File: src/rtl/flash_fe_pkg.sv
package flash_fe_pkg;

    typedef enum logic [1:0] {
        WS_IDLE,
        WS_ACTIVE,
        WS_DONE,
        WS_RECOVER
    } wr_state_t;

    typedef enum logic {
        RM_ARRAY,
        RM_IDENT
    } rd_mode_t;

    localparam logic [7:0] CMD_IDENT    = 8'h90;
    localparam logic [7:0] CMD_ARRAY    = 8'hFF;
    localparam logic [7:0] CMD_ERASE    = 8'h20;
    localparam logic [7:0] CMD_PROG     = 8'h40;
    localparam logic [7:0] CMD_PROG_ALT = 8'h10;
    localparam logic [7:0] CMD_LOCKCFG  = 8'h60;

    function automatic logic is_modify(input logic [7:0] code);
        return (code == CMD_ERASE) || (code == CMD_PROG) ||
               (code == CMD_PROG_ALT) || (code == CMD_LOCKCFG);
    endfunction

endpackage

File: src/rtl/fe_strobe_sync.sv
module fe_strobe_sync #(
    parameter int N      = 3,
    parameter int N_EDGE = 2
) (
    input  logic              clk,
    input  logic              rst_n,
    input  logic [N-1:0]      raw_n,
    output logic [N-1:0]      lvl_n,
    output logic [N_EDGE-1:0] rise
);

    logic [N-1:0] stage1;
    logic [N-1:0] stage2;

    always_ff @(posedge clk or negedge rst_n) begin
        if (!rst_n) begin
            stage1 <= '1;
            stage2 <= '1;
        end else begin
            stage1 <= raw_n;
            stage2 <= stage1;
        end
    end

    assign lvl_n = stage2;

    for (genvar g = 0; g < N_EDGE; g++) begin : g_edge
        logic prev_q;
        always_ff @(posedge clk or negedge rst_n) begin
            if (!rst_n) prev_q <= 1'b1;
            else        prev_q <= stage2[g];
        end
        assign rise[g] = stage2[g] & ~prev_q;
    end

endmodule

File: src/rtl/fe_write_fsm.sv
module fe_write_fsm
    import flash_fe_pkg::*;
#(
    parameter int ADDR_W = 21,
    parameter int DATA_W = 8
) (
    input  logic              clk,
    input  logic              rst_n,
    input  logic              ce_l,
    input  logic              we_l,
    input  logic              oe_l,
    input  logic              ce_rise,
    input  logic              we_rise,
    input  logic [ADDR_W-1:0] addr_in,
    input  logic [DATA_W-1:0] data_in,
    output logic              wr_stb,
    output logic [ADDR_W-1:0] wr_addr,
    output logic [DATA_W-1:0] wr_data
);

    wr_state_t state_q, state_d;
    logic      bus_wr;
    logic      load_hold;

    assign bus_wr = !ce_l && !we_l && oe_l;

    always_ff @(posedge clk or negedge rst_n) begin
        if (!rst_n) state_q <= WS_IDLE;
        else        state_q <= state_d;
    end

    always_comb begin
        state_d = state_q;
        unique case (state_q)
            WS_IDLE:    if (bus_wr) state_d = WS_ACTIVE;
            WS_ACTIVE: begin
                if (we_rise || ce_rise) state_d = WS_DONE;
                else if (!oe_l)         state_d = WS_RECOVER;
            end
            WS_DONE:    state_d = (ce_l && we_l) ? WS_IDLE : WS_RECOVER;
            WS_RECOVER: if (ce_l && we_l) state_d = WS_IDLE;
            default:    state_d = WS_IDLE;
        endcase
    end

    always_comb begin
        wr_stb    = (state_q == WS_DONE);
        load_hold = bus_wr && ((state_q == WS_IDLE) || (state_q == WS_ACTIVE));
    end

    always_ff @(posedge clk or negedge rst_n) begin
        if (!rst_n) begin
            wr_addr <= '0;
            wr_data <= '0;
        end else if (load_hold) begin
            wr_addr <= addr_in;
            wr_data <= data_in;
        end
    end

endmodule

File: src/rtl/fe_id_decode.sv
module fe_id_decode #(
    parameter int          ADDR_W     = 21,
    parameter int          DATA_W     = 8,
    parameter int          BLK_SHIFT  = 16,
    parameter int          NUM_BLOCKS = 32,
    parameter logic [7:0]  MFR_CODE   = 8'hA7,
    parameter logic [7:0]  DEV_CODE   = 8'h3C,
    parameter logic [7:0]  RSVD_CODE  = 8'h00
) (
    input  logic [ADDR_W-1:0]     addr,
    input  logic [NUM_BLOCKS-1:0] lock_bits,
    input  logic                  master_bit,
    output logic [DATA_W-1:0]     id_byte
);

    localparam int BLK_W = ADDR_W - BLK_SHIFT;

    logic [BLK_SHIFT-1:0] offset;
    logic [BLK_W-1:0]     blk;

    assign offset = addr[BLK_SHIFT-1:0];
    assign blk    = addr[ADDR_W-1:BLK_SHIFT];

    always_comb begin
        id_byte = DATA_W'(RSVD_CODE);
        if (offset == BLK_SHIFT'(2)) begin
            id_byte = DATA_W'(lock_bits[blk]);
        end else if (blk == '0) begin
            if (offset == BLK_SHIFT'(0))      id_byte = DATA_W'(MFR_CODE);
            else if (offset == BLK_SHIFT'(1)) id_byte = DATA_W'(DEV_CODE);
            else if (offset == BLK_SHIFT'(3)) id_byte = DATA_W'(master_bit);
        end
    end

endmodule

File: src/rtl/flash_cmd_front.sv
module flash_cmd_front
    import flash_fe_pkg::*;
#(
    parameter int         ADDR_W     = 21,
    parameter int         DATA_W     = 8,
    parameter int         BLK_SHIFT  = 16,
    parameter int         NUM_BLOCKS = 2 ** (ADDR_W - BLK_SHIFT),
    parameter logic [7:0] MFR_CODE   = 8'hA7,
    parameter logic [7:0] DEV_CODE   = 8'h3C,
    parameter logic [7:0] RSVD_CODE  = 8'h00
) (
    input  logic                  clk,
    input  logic                  rst_n,
    input  logic                  ce_n,
    input  logic                  we_n,
    input  logic                  oe_n,
    input  logic [ADDR_W-1:0]     addr,
    input  logic [DATA_W-1:0]     din,
    output logic [DATA_W-1:0]     dout,
    output logic                  dout_en,
    input  logic                  prog_volt_ok,
    input  logic                  lock_load,
    input  logic [NUM_BLOCKS-1:0] lock_in,
    input  logic                  master_in,
    output logic [ADDR_W-1:0]     arr_addr,
    input  logic [DATA_W-1:0]     arr_data,
    output logic                  mod_stb,
    output logic [DATA_W-1:0]     mod_cmd,
    output logic [ADDR_W-1:0]     mod_addr
);

    localparam int SYNC_STAGES = 2;

    // strobe synchronisation: bit0 = we, bit1 = ce, bit2 = oe
    logic [2:0] strb_lvl;
    logic [1:0] strb_rise;

    fe_strobe_sync #(.N(3), .N_EDGE(2)) u_sync (
        .clk   (clk),
        .rst_n (rst_n),
        .raw_n ({oe_n, ce_n, we_n}),
        .lvl_n (strb_lvl),
        .rise  (strb_rise)
    );

    // bus value delay matched to the strobe synchroniser
    logic [ADDR_W-1:0] addr_dly [SYNC_STAGES];
    logic [DATA_W-1:0] data_dly [SYNC_STAGES];

    for (genvar s = 0; s < SYNC_STAGES; s++) begin : g_dly
        always_ff @(posedge clk or negedge rst_n) begin
            if (!rst_n) begin
                addr_dly[s] <= '0;
                data_dly[s] <= '0;
            end else if (s == 0) begin
                addr_dly[s] <= addr;
                data_dly[s] <= din;
            end else begin
                addr_dly[s] <= addr_dly[s-1];
                data_dly[s] <= data_dly[s-1];
            end
        end
    end

    logic              wr_stb;
    logic [ADDR_W-1:0] wr_addr;
    logic [DATA_W-1:0] wr_data;

    fe_write_fsm #(.ADDR_W(ADDR_W), .DATA_W(DATA_W)) u_wr (
        .clk     (clk),
        .rst_n   (rst_n),
        .ce_l    (strb_lvl[1]),
        .we_l    (strb_lvl[0]),
        .oe_l    (strb_lvl[2]),
        .ce_rise (strb_rise[1]),
        .we_rise (strb_rise[0]),
        .addr_in (addr_dly[SYNC_STAGES-1]),
        .data_in (data_dly[SYNC_STAGES-1]),
        .wr_stb  (wr_stb),
        .wr_addr (wr_addr),
        .wr_data (wr_data)
    );

    // read mode state machine
    rd_mode_t mode_q, mode_d;
    logic     ident_mode;

    always_ff @(posedge clk or negedge rst_n) begin
        if (!rst_n) mode_q <= RM_ARRAY;
        else        mode_q <= mode_d;
    end

    always_comb begin
        mode_d = mode_q;
        if (wr_stb) begin
            unique case (mode_q)
                RM_ARRAY: if (wr_data == DATA_W'(CMD_IDENT)) mode_d = RM_IDENT;
                RM_IDENT: if (wr_data == DATA_W'(CMD_ARRAY)) mode_d = RM_ARRAY;
                default:  mode_d = RM_ARRAY;
            endcase
        end
    end

    assign ident_mode = (mode_q == RM_IDENT);

    // modify-command request, gated by programming voltage
    always_ff @(posedge clk or negedge rst_n) begin
        if (!rst_n) begin
            mod_stb  <= 1'b0;
            mod_cmd  <= '0;
            mod_addr <= '0;
        end else begin
            mod_stb <= wr_stb && is_modify(8'(wr_data)) && prog_volt_ok;
            if (wr_stb) begin
                mod_cmd  <= wr_data;
                mod_addr <= wr_addr;
            end
        end
    end

    // lock registers
    logic [NUM_BLOCKS-1:0] lock_q;
    logic                  master_q;

    always_ff @(posedge clk or negedge rst_n) begin
        if (!rst_n) begin
            lock_q   <= '0;
            master_q <= 1'b0;
        end else if (lock_load) begin
            lock_q   <= lock_in;
            master_q <= master_in;
        end
    end

    logic [DATA_W-1:0] id_byte;

    fe_id_decode #(
        .ADDR_W     (ADDR_W),
        .DATA_W     (DATA_W),
        .BLK_SHIFT  (BLK_SHIFT),
        .NUM_BLOCKS (NUM_BLOCKS),
        .MFR_CODE   (MFR_CODE),
        .DEV_CODE   (DEV_CODE),
        .RSVD_CODE  (RSVD_CODE)
    ) u_id (
        .addr       (addr),
        .lock_bits  (lock_q),
        .master_bit (master_q),
        .id_byte    (id_byte)
    );

    // read output
    logic read_on;
    assign read_on  = !strb_lvl[1] && !strb_lvl[2] && strb_lvl[0];
    assign arr_addr = addr;

    always_ff @(posedge clk or negedge rst_n) begin
        if (!rst_n) begin
            dout_en <= 1'b0;
            dout    <= '0;
        end else begin
            dout_en <= read_on;
            dout    <= read_on ? (ident_mode ? id_byte : arr_data) : '0;
        end
    end

endmodule

File: config.mk
export PLATFORM = sky130hd
export DESIGN_NAME = flash_cmd_front
export DESIGN_NICKNAME = d
export VERILOG_FILES = /design/src/rtl/flash_fe_pkg.sv /design/src/rtl/fe_strobe_sync.sv /design/src/rtl/fe_write_fsm.sv /design/src/rtl/fe_id_decode.sv /design/src/rtl/flash_cmd_front.sv
export SDC_FILE = /design/constraint.sdc
export NUM_CORES = 1
export LEC_CHECK = 0
export BUFFER_PORTS_ARGS = -buffer_cell sky130_fd_sc_hd__buf_2
export CAP_MARGIN = 0
export CORE_MARGIN = 1.5
export CORE_UTILIZATION = 54
export DETAILED_ROUTE_END_ITERATION = 12
export PLACE_DENSITY_LB_ADDON = 0.1
export SYNTH_ARGS = -nofsm -noshare
export SYNTH_HDL_FRONTEND = slang
export SYNTH_HIERARCHICAL = 1
export SYNTH_SLANG_ARGS = --single-unit
export TNS_END_PERCENT = 100
File: constraint.sdc
create_clock -name clk -period 2.25 [get_ports clk]
set_input_delay 0.3375 -clock clk [delete_from_list [all_inputs] [get_ports clk]]
set_output_delay 0.3375 -clock clk [all_outputs]
set_load 0.02 [all_outputs]
==> flow_summary_export.csv, run 1 <==
group,metric,value,unit
finish,final_util,66.7,%
yosys,synth_area_leaders,"dfrtp_1, mux2_2, dfstp_2, buf_4, mux2i_1",
timing,post-route-min-period,1.85,ns
global_routing,grt_pass1_vias,3634,
run,maxCapViolCount,0,
clocking,clock_path_buffers,2,
routing,remaining_drc_errors,0,
floorplanning,start_util,55.2,%
routing,drt-total-wl,10800,µm
global_routing,grt_max_degree,68,
setup_path,worst_path_largest_cell_delay,0.50,ns
setup_path,crit_arrival,2.14,ns
pwr,vdd_drop_max,976,µV
finish,final_nets,594,
yosys,synth-seq-cells,170,
routing,ant_nets,0,
yosys,yosys_warnings,6,
setup_path,critPathBufInv,0,
clocking,cts_tree,"yes",
finish,mostFrequentLayoutCells,"dfrtp_1, buf_2, mux2_2, clkbuf_16, mux2i_1",
finish,instances_no_fill,674,
timing,fin_skew,0.00660,ns
setup_path,regToRegSetupSlack,0.40,ns
yosys,mappedNetlistArea,6280,µm²
floorplanning,pin_count,137,
global_routing,gr-usage-all-layers,19.7,%
setup_path,rr_worst_depth,6,
timing,relSlewSlack,52.1,%
finish,drive_above_1_share,51.3,%
timing,finalSetupViolations,0,
timing,fin_crit_sh,82.2,%
min_path,worst_hold_path_type,"input port to register",
yosys,yosysTopAreaCell,"dfrtp_1",
global_routing,grt_pass1_wl,18500,µm
setup_path,critPathSlowestCell,"mux4_1",
global_routing,antenna_found_initial,0,
routing,dr.pass1.iters,6,
global_routing,overflow,0,
timing,rsz0062_at_grt,"no",
floorplanning,core,11400,µm²
floorplanning,die_x,111,µm
pwr,power_density,1190,nW/µm²
setup_path,r2r_start,"lock_q[3]$_DFFE_PN0P_",
yosys,netlist_instances,392,
placed_design,post-dp-hpwl,7600,µm
clocking,cts_max_level,4,
setup_path,crit_path_max_fanout,2,
finish,mostFrequentLayoutCell,"dfrtp_1",
routing,wl_per_cell,16.0,µm
routing,vias,3440,
min_path,hold_depth,1,
setup_path,crit_type,"register to register",
setup_path,crit_required,2.54,ns
finish,syn_to_final_growth,20.8,%
setup_path,worstReg2RegEnd,"dout[0]$_DFF_PN0_",
timing,holdWs,0.0200,ns
yosys,synth_nets,469,
finish,fill_cells,828,
clocking,clock_latency,0.41,ns
yosys,synth_seq_area_share,67.9,%
setup_path,startpoint,"lock_q[3]$_DFFE_PN0P_",
setup_path,critPathTopFamily,"multiplexers",
placed_design,globalplace.congestion,0.725,
setup_path,crit_chain,"mux4_1 -> a221o_1 -> a31oi_1 -> o31ai_1 -> mux2i_1 -> nor2_1",
clocking,clkTransAtPathRegs,0.06,ns
floorplanning,die_area,12300,µm²
yosys,avgSynthCellArea,16.0,µm²
min_path,min_to,"u_sync/stage1[2]$_DFF_PN1_",
clocking,cts_root_buf,"clkbuf_16",
run_status,outcome,"completed",
floorplanning,num_rows,39,
pwr,p_leak,3.53,nW
setup_path,start_kind,"register",
yosys,ys_types,41,
timing,slew_violations,0,
timing,fmax,540,MHz
setup_path,end_kind,"register",
yosys,yosysTopAreaCellShare,64.6,%
timing,hold_viol,0,
placed_design,port-buffer-count,136,
clocking,ctsResizeCount,0,
min_path,min_from,"oe_n",
placed_design,placed_cells,640,
timing,worst_slew_pin_slew,0.719,ns
clocking,clkSinkCount,170,
timing,fin_setup_tns,0,ns
routing,drt_iter0_drc,157,
clocking,cts_inserted_buffers,17,
routing,vias_per_cell,5.10,
floorplanning,die_h,111,µm
## worst max path at each step
| stage | end | slack [ns] | cells past startpoint |
|---|---|---|---|
| after floorplan | dout[0]$_DFF_PN0_ | 0.47 | 7 |
| after global placement | dout[0]$_DFF_PN0_ | 0.30 | 7 |
| after detailed placement | dout[0]$_DFF_PN0_ | 0.22 | 7 |
| after CTS | dout[0]$_DFF_PN0_ | 0.39 | 6 |
| after global routing | dout[0]$_DFF_PN0_ | 0.30 | 6 |
| final | dout[0]$_DFF_PN0_ | 0.40 | 6 |
## flip-flops by register name (all words and copies together), names as in the netlist, 3 cells and up
signal / count
addr_dly: 42
lock_q: 32
mod_addr: 21
u_wr/wr_addr: 21
data_dly: 16
dout: 8
mod_cmd: 8
u_wr/wr_data: 8
u_sync/lvl_n: 3
u_sync/stage1: 3
## timing repair
item,in CTS,in global routing
endpoints found under the hold margin,59,0
hold buffers,1,0
setup buffers,0,0
## per-stage QoR
stage / instance area, µm² / power (W) / setup WS, ns
2_1_floorplan: 6280 / 0.00549 / 0.471
3_3_place_gp: 6980 / 0.00612 / 0.305
3_5_place_dp: 6980 / 0.00622 / 0.219
4_1_cts: 7580 / 0.00913 / 0.391
5_1_grt: 7580 / 0.00947 / 0.304
6_report: 7590 / 0.00901 / 0.399
## layout make-up
class                           instances  area, µm²  share of cell area, %
Timing Repair Buffer                  147        810                   10.7
Clock buffer                           26        509                   6.71
Antenna cell                            1       2.50                 0.0330
Tap cell                              143        179                   2.36
Inverter                                2       7.51                 0.0989
Clock inverter                          6       85.1                   1.12
Sequential cell                       170       4260                   56.2
Multi-Input combinational cell        179       1730                   22.8
## report_power, final
| part | switching (W) | leakage [nW] | internal, W |
|---|---|---|---|
| registers | 0.000399 | 2.02 | 0.00375 |
| clock network | 0.00110 | 0.287 | 0.00178 |
| logic | 0.000971 | 1.23 | 0.00101 |
| total | 0.00247 | 3.53 | 0.00654 |
## cells by family (layout without fill, tap and decap cells)
kind of cell,count (synthesis),count (layout),synth area share (%)
DFF,170,170,67.9
muxes,112,112,20.4
other,1,2,0.0597
xor gates and xnor gates,1,1,0.140
buffers and inverters,43,181,4.64
and+or+nand+nor,52,52,5.14
AOI/OAI and AO/OA,13,13,1.67
## synth_stat cells, drive strengths merged
cell type and instances:
o31a 1, dfstp 8, nand3 4, nor4 7, mux4 3, o21ai 1
o32a 1, xor2 1, and4 1, buf 37, nor3 2, o2bb2ai 1
o311a 1, nor3b 1, nor2 13, or4 1, nand4 3, a31oi 2
nand2b 3, mux2 93, a22oi 2, nand3b 2, nor2b 5, nor4b 3
nand2 7, clkbuf 4, a221o 1, mux2i 16, o31ai 1, conb 1
inv 2, dfrtp 162, o2111ai 1, a211o 1
## routing by layer
metal / wire [µm] / vias to the layer above / GRT usage (%)
li1: - / 1606 / -
met1: 4590 / 1744 / 25.2
met2: 5520 / 83 / 31.5
met3: 582 / 7 / 6.40
met4: 109 / 0 / 7.52
met5: 0 / - / 0
Power figures use the tool's default switching activity.
==> run 2, diff against run 1 <==
--- a/config.mk
+++ b/config.mk
@@ -8,7 +8,7 @@
 export BUFFER_PORTS_ARGS = -buffer_cell sky130_fd_sc_hd__buf_2
 export CAP_MARGIN = 0
 export CORE_MARGIN = 1.5
-export CORE_UTILIZATION = 54
+export CORE_UTILIZATION = 48
 export DETAILED_ROUTE_END_ITERATION = 12
 export PLACE_DENSITY_LB_ADDON = 0.1
 export SYNTH_ARGS = -nofsm -noshare
==> constraint.sdc (replaced) <==
create_clock -name clk -period 1.6 [get_ports clk]
set_input_delay 0.24 -clock clk [delete_from_list [all_inputs] [get_ports clk]]
set_output_delay 0.24 -clock clk [all_outputs]
set_load 0.02 [all_outputs]
==> flow_summary_export.csv, run 2 (synthesized netlist as in run 1, its figures left out) <==
group,metric,value,unit
clocking,cts_root_buf,"clkbuf_16",
routing,ant_nets,0,
pwr,p_total,0.0123,W
timing,slew_violations,0,
setup_path,crit_arrival,2.05,ns
floorplanning,num_rows,41,
min_path,worst_hold_path_type,"input port to register",
finish,largest-register,"addr_dly",
routing,maxUsedRoutingLayer,"met5",
clocking,cts_tree,"yes",
setup_path,start_kind,"register",
placed_design,globalplace.congestion,0.750,
timing,hold_viol,0,
pwr,power_density,1560,nW/µm²
global_routing,gr-usage-all-layers,18.1,%
routing,wl_met3,567,µm
floorplanning,pin_count,137,
routing,wl_per_cell,15.6,µm
global_routing,grt_pass1_vias,3869,
global_routing,antenna_found_initial,1,
routing,wl_met1,4900,µm
setup_path,crit_type,"register to register",
clocking,cts_max_level,4,
timing,rsz0062_at_grt,"yes",
placed_design,post-dp-hpwl,8030,µm
clocking,clkSinkCount,170,
routing,remaining_drc_errors,0,
finish,fill_cells,996,
finish,mostFrequentLayoutCells,"dfrtp_1, buf_2, mux2_2, buf_4",
timing,post-route-min-period,1.76,ns
finish,reg.largest.list,"addr_dly: 42 flops, lock_q: 32 flops",
setup_path,crit_required,1.88,ns
placed_design,placed_cells,691,
global_routing,overflow,0,
timing,fin_skew,0.00700,ns
clocking,clock_path_buffers,2,
placed_design,port-buffer-count,136,
finish,mostFrequentLayoutCell,"dfrtp_1",
routing,vias_per_cell,4.85,
pwr,vdd_drop_max,853,µV
finish,syn_to_final_growth,26.2,%
global_routing,grt_max_degree,41,
pwr,p_leak,3.68,nW
run,maxCapViolCount,0,
clocking,cts_inserted_buffers,17,
timing,setup_ws,-0.163,ns
routing,drt-total-wl,11600,µm
run_status,outcome,"complete, but fails checks",
floorplanning,die_h,117,µm
routing,drt_iter0_drc,145,
timing,fmax,567,MHz
finish,final_nets,634,
finish,drive_above_1_share,52.3,%
floorplanning,core,12700,µm²
routing,vias,3598,
timing,finalSetupViolations,1,
routing,dr.pass1.iters,4,
floorplanning,die_x,117,µm
setup_path,crit_path_max_fanout,2,
run_status,failed_checks,"negative setup slack",
clocking,clkTransAtPathRegs,0.06,ns
routing,met2_length,6000,µm
finish,instances_no_fill,742,
setup_path,end_kind,"register",
global_routing,grt_pass1_wl,19000,µm
timing,holdWs,0.0348,ns
floorplanning,die_area,13800,µm²
finish,antenna_cells,0,
timing,fin_crit_sh,110,%
clocking,clock_latency,0.42,ns
finish,final_util,62.5,%
finish,largest_reg_flops,42,
floorplanning,start_util,49.6,%
## run 2: changes by cell type in the layout (fill, tap and decap cells not counted), moves of 3 or more
cell / change
buf_4: +20
buf_12: +3
clkinvlp_4: +3
clkbuf_8: -4
dlygate4sd3_1: +16
## run 2: what timing repair did
action                     CTS  global route
setup buffers                0             1
gates resized for setup      0             6
hold endpoints to repair   151             0
gates cloned                 0             1
hold buffers                17             0
setup endpoints to repair    1            29
## run 2: area by class of cell
type                    instances  area [µm²]  area share [%]
flip-flops and latches        170        4260            53.8
multi-input cells             179        1720            21.7
repair buffers                187        1190            15.0
clock inverters                10        70.1           0.884
inverters                       2        7.51          0.0947
clock buffers                  22         454            5.73
well taps                     172         215            2.72
## run 2: power by group
| group | switching [W] | internal (W) |
|---|---|---|
| Clock | 0.00157 | 0.00202 |
| Sequential | 0.000558 | 0.00527 |
| Combinational | 0.00139 | 0.00153 |
| Total | 0.00352 | 0.00882 |
## run 2: worst paths after layout
kind                                   startpoint                           to  slack (ns)  cells after the start
setup / recovery            lock_q[5]$_DFFE_PN0P_            dout[0]$_DFF_PN0_       -0.16                      6
hold / removal                            addr[1]       addr_dly[22]$_DFF_PN0_        0.03                      1
setup reg to reg            lock_q[5]$_DFFE_PN0P_            dout[0]$_DFF_PN0_       -0.16                      6
hold reg to reg            addr_dly[29]$_DFF_PN0_        addr_dly[8]$_DFF_PN0_        0.35                      0
max in group asynchronous                   rst_n    u_sync/lvl_n[0]$_DFF_PN1_        0.74                      3
min in group asynchronous                   rst_n  u_wr/wr_addr[9]$_DFFE_PN0P_        0.25                      2
## run 2: metal layers
metal  track usage [%]  vias up
li1                  -     1689
met1              21.6     1824
met2              30.5       77
met3              6.57        6
met4              5.79        2
met5                 0        -
## run 2: through the flow
stage | setup WS [ns] | instance area (µm²) | TNS (ns)
after floorplan | -0.0147 | 6280 | -0.0147
after global placement | -0.197 | 7200 | -0.893
after detailed placement | -0.207 | 7200 | -1.07
after CTS | -0.168 | 7890 | -0.168
after global routing | -0.259 | 7930 | -0.308
final | -0.163 | 7930 | -0.163
## run 2: critical path, cell delays in order (launching register included)
cell	delay [ns]
dfrtp_1	0.38
mux4_2	0.47
a221o_1	0.33
a31oi_1	0.15
o31ai_1	0.10
mux2i_1	0.14
nor2_1	0.06
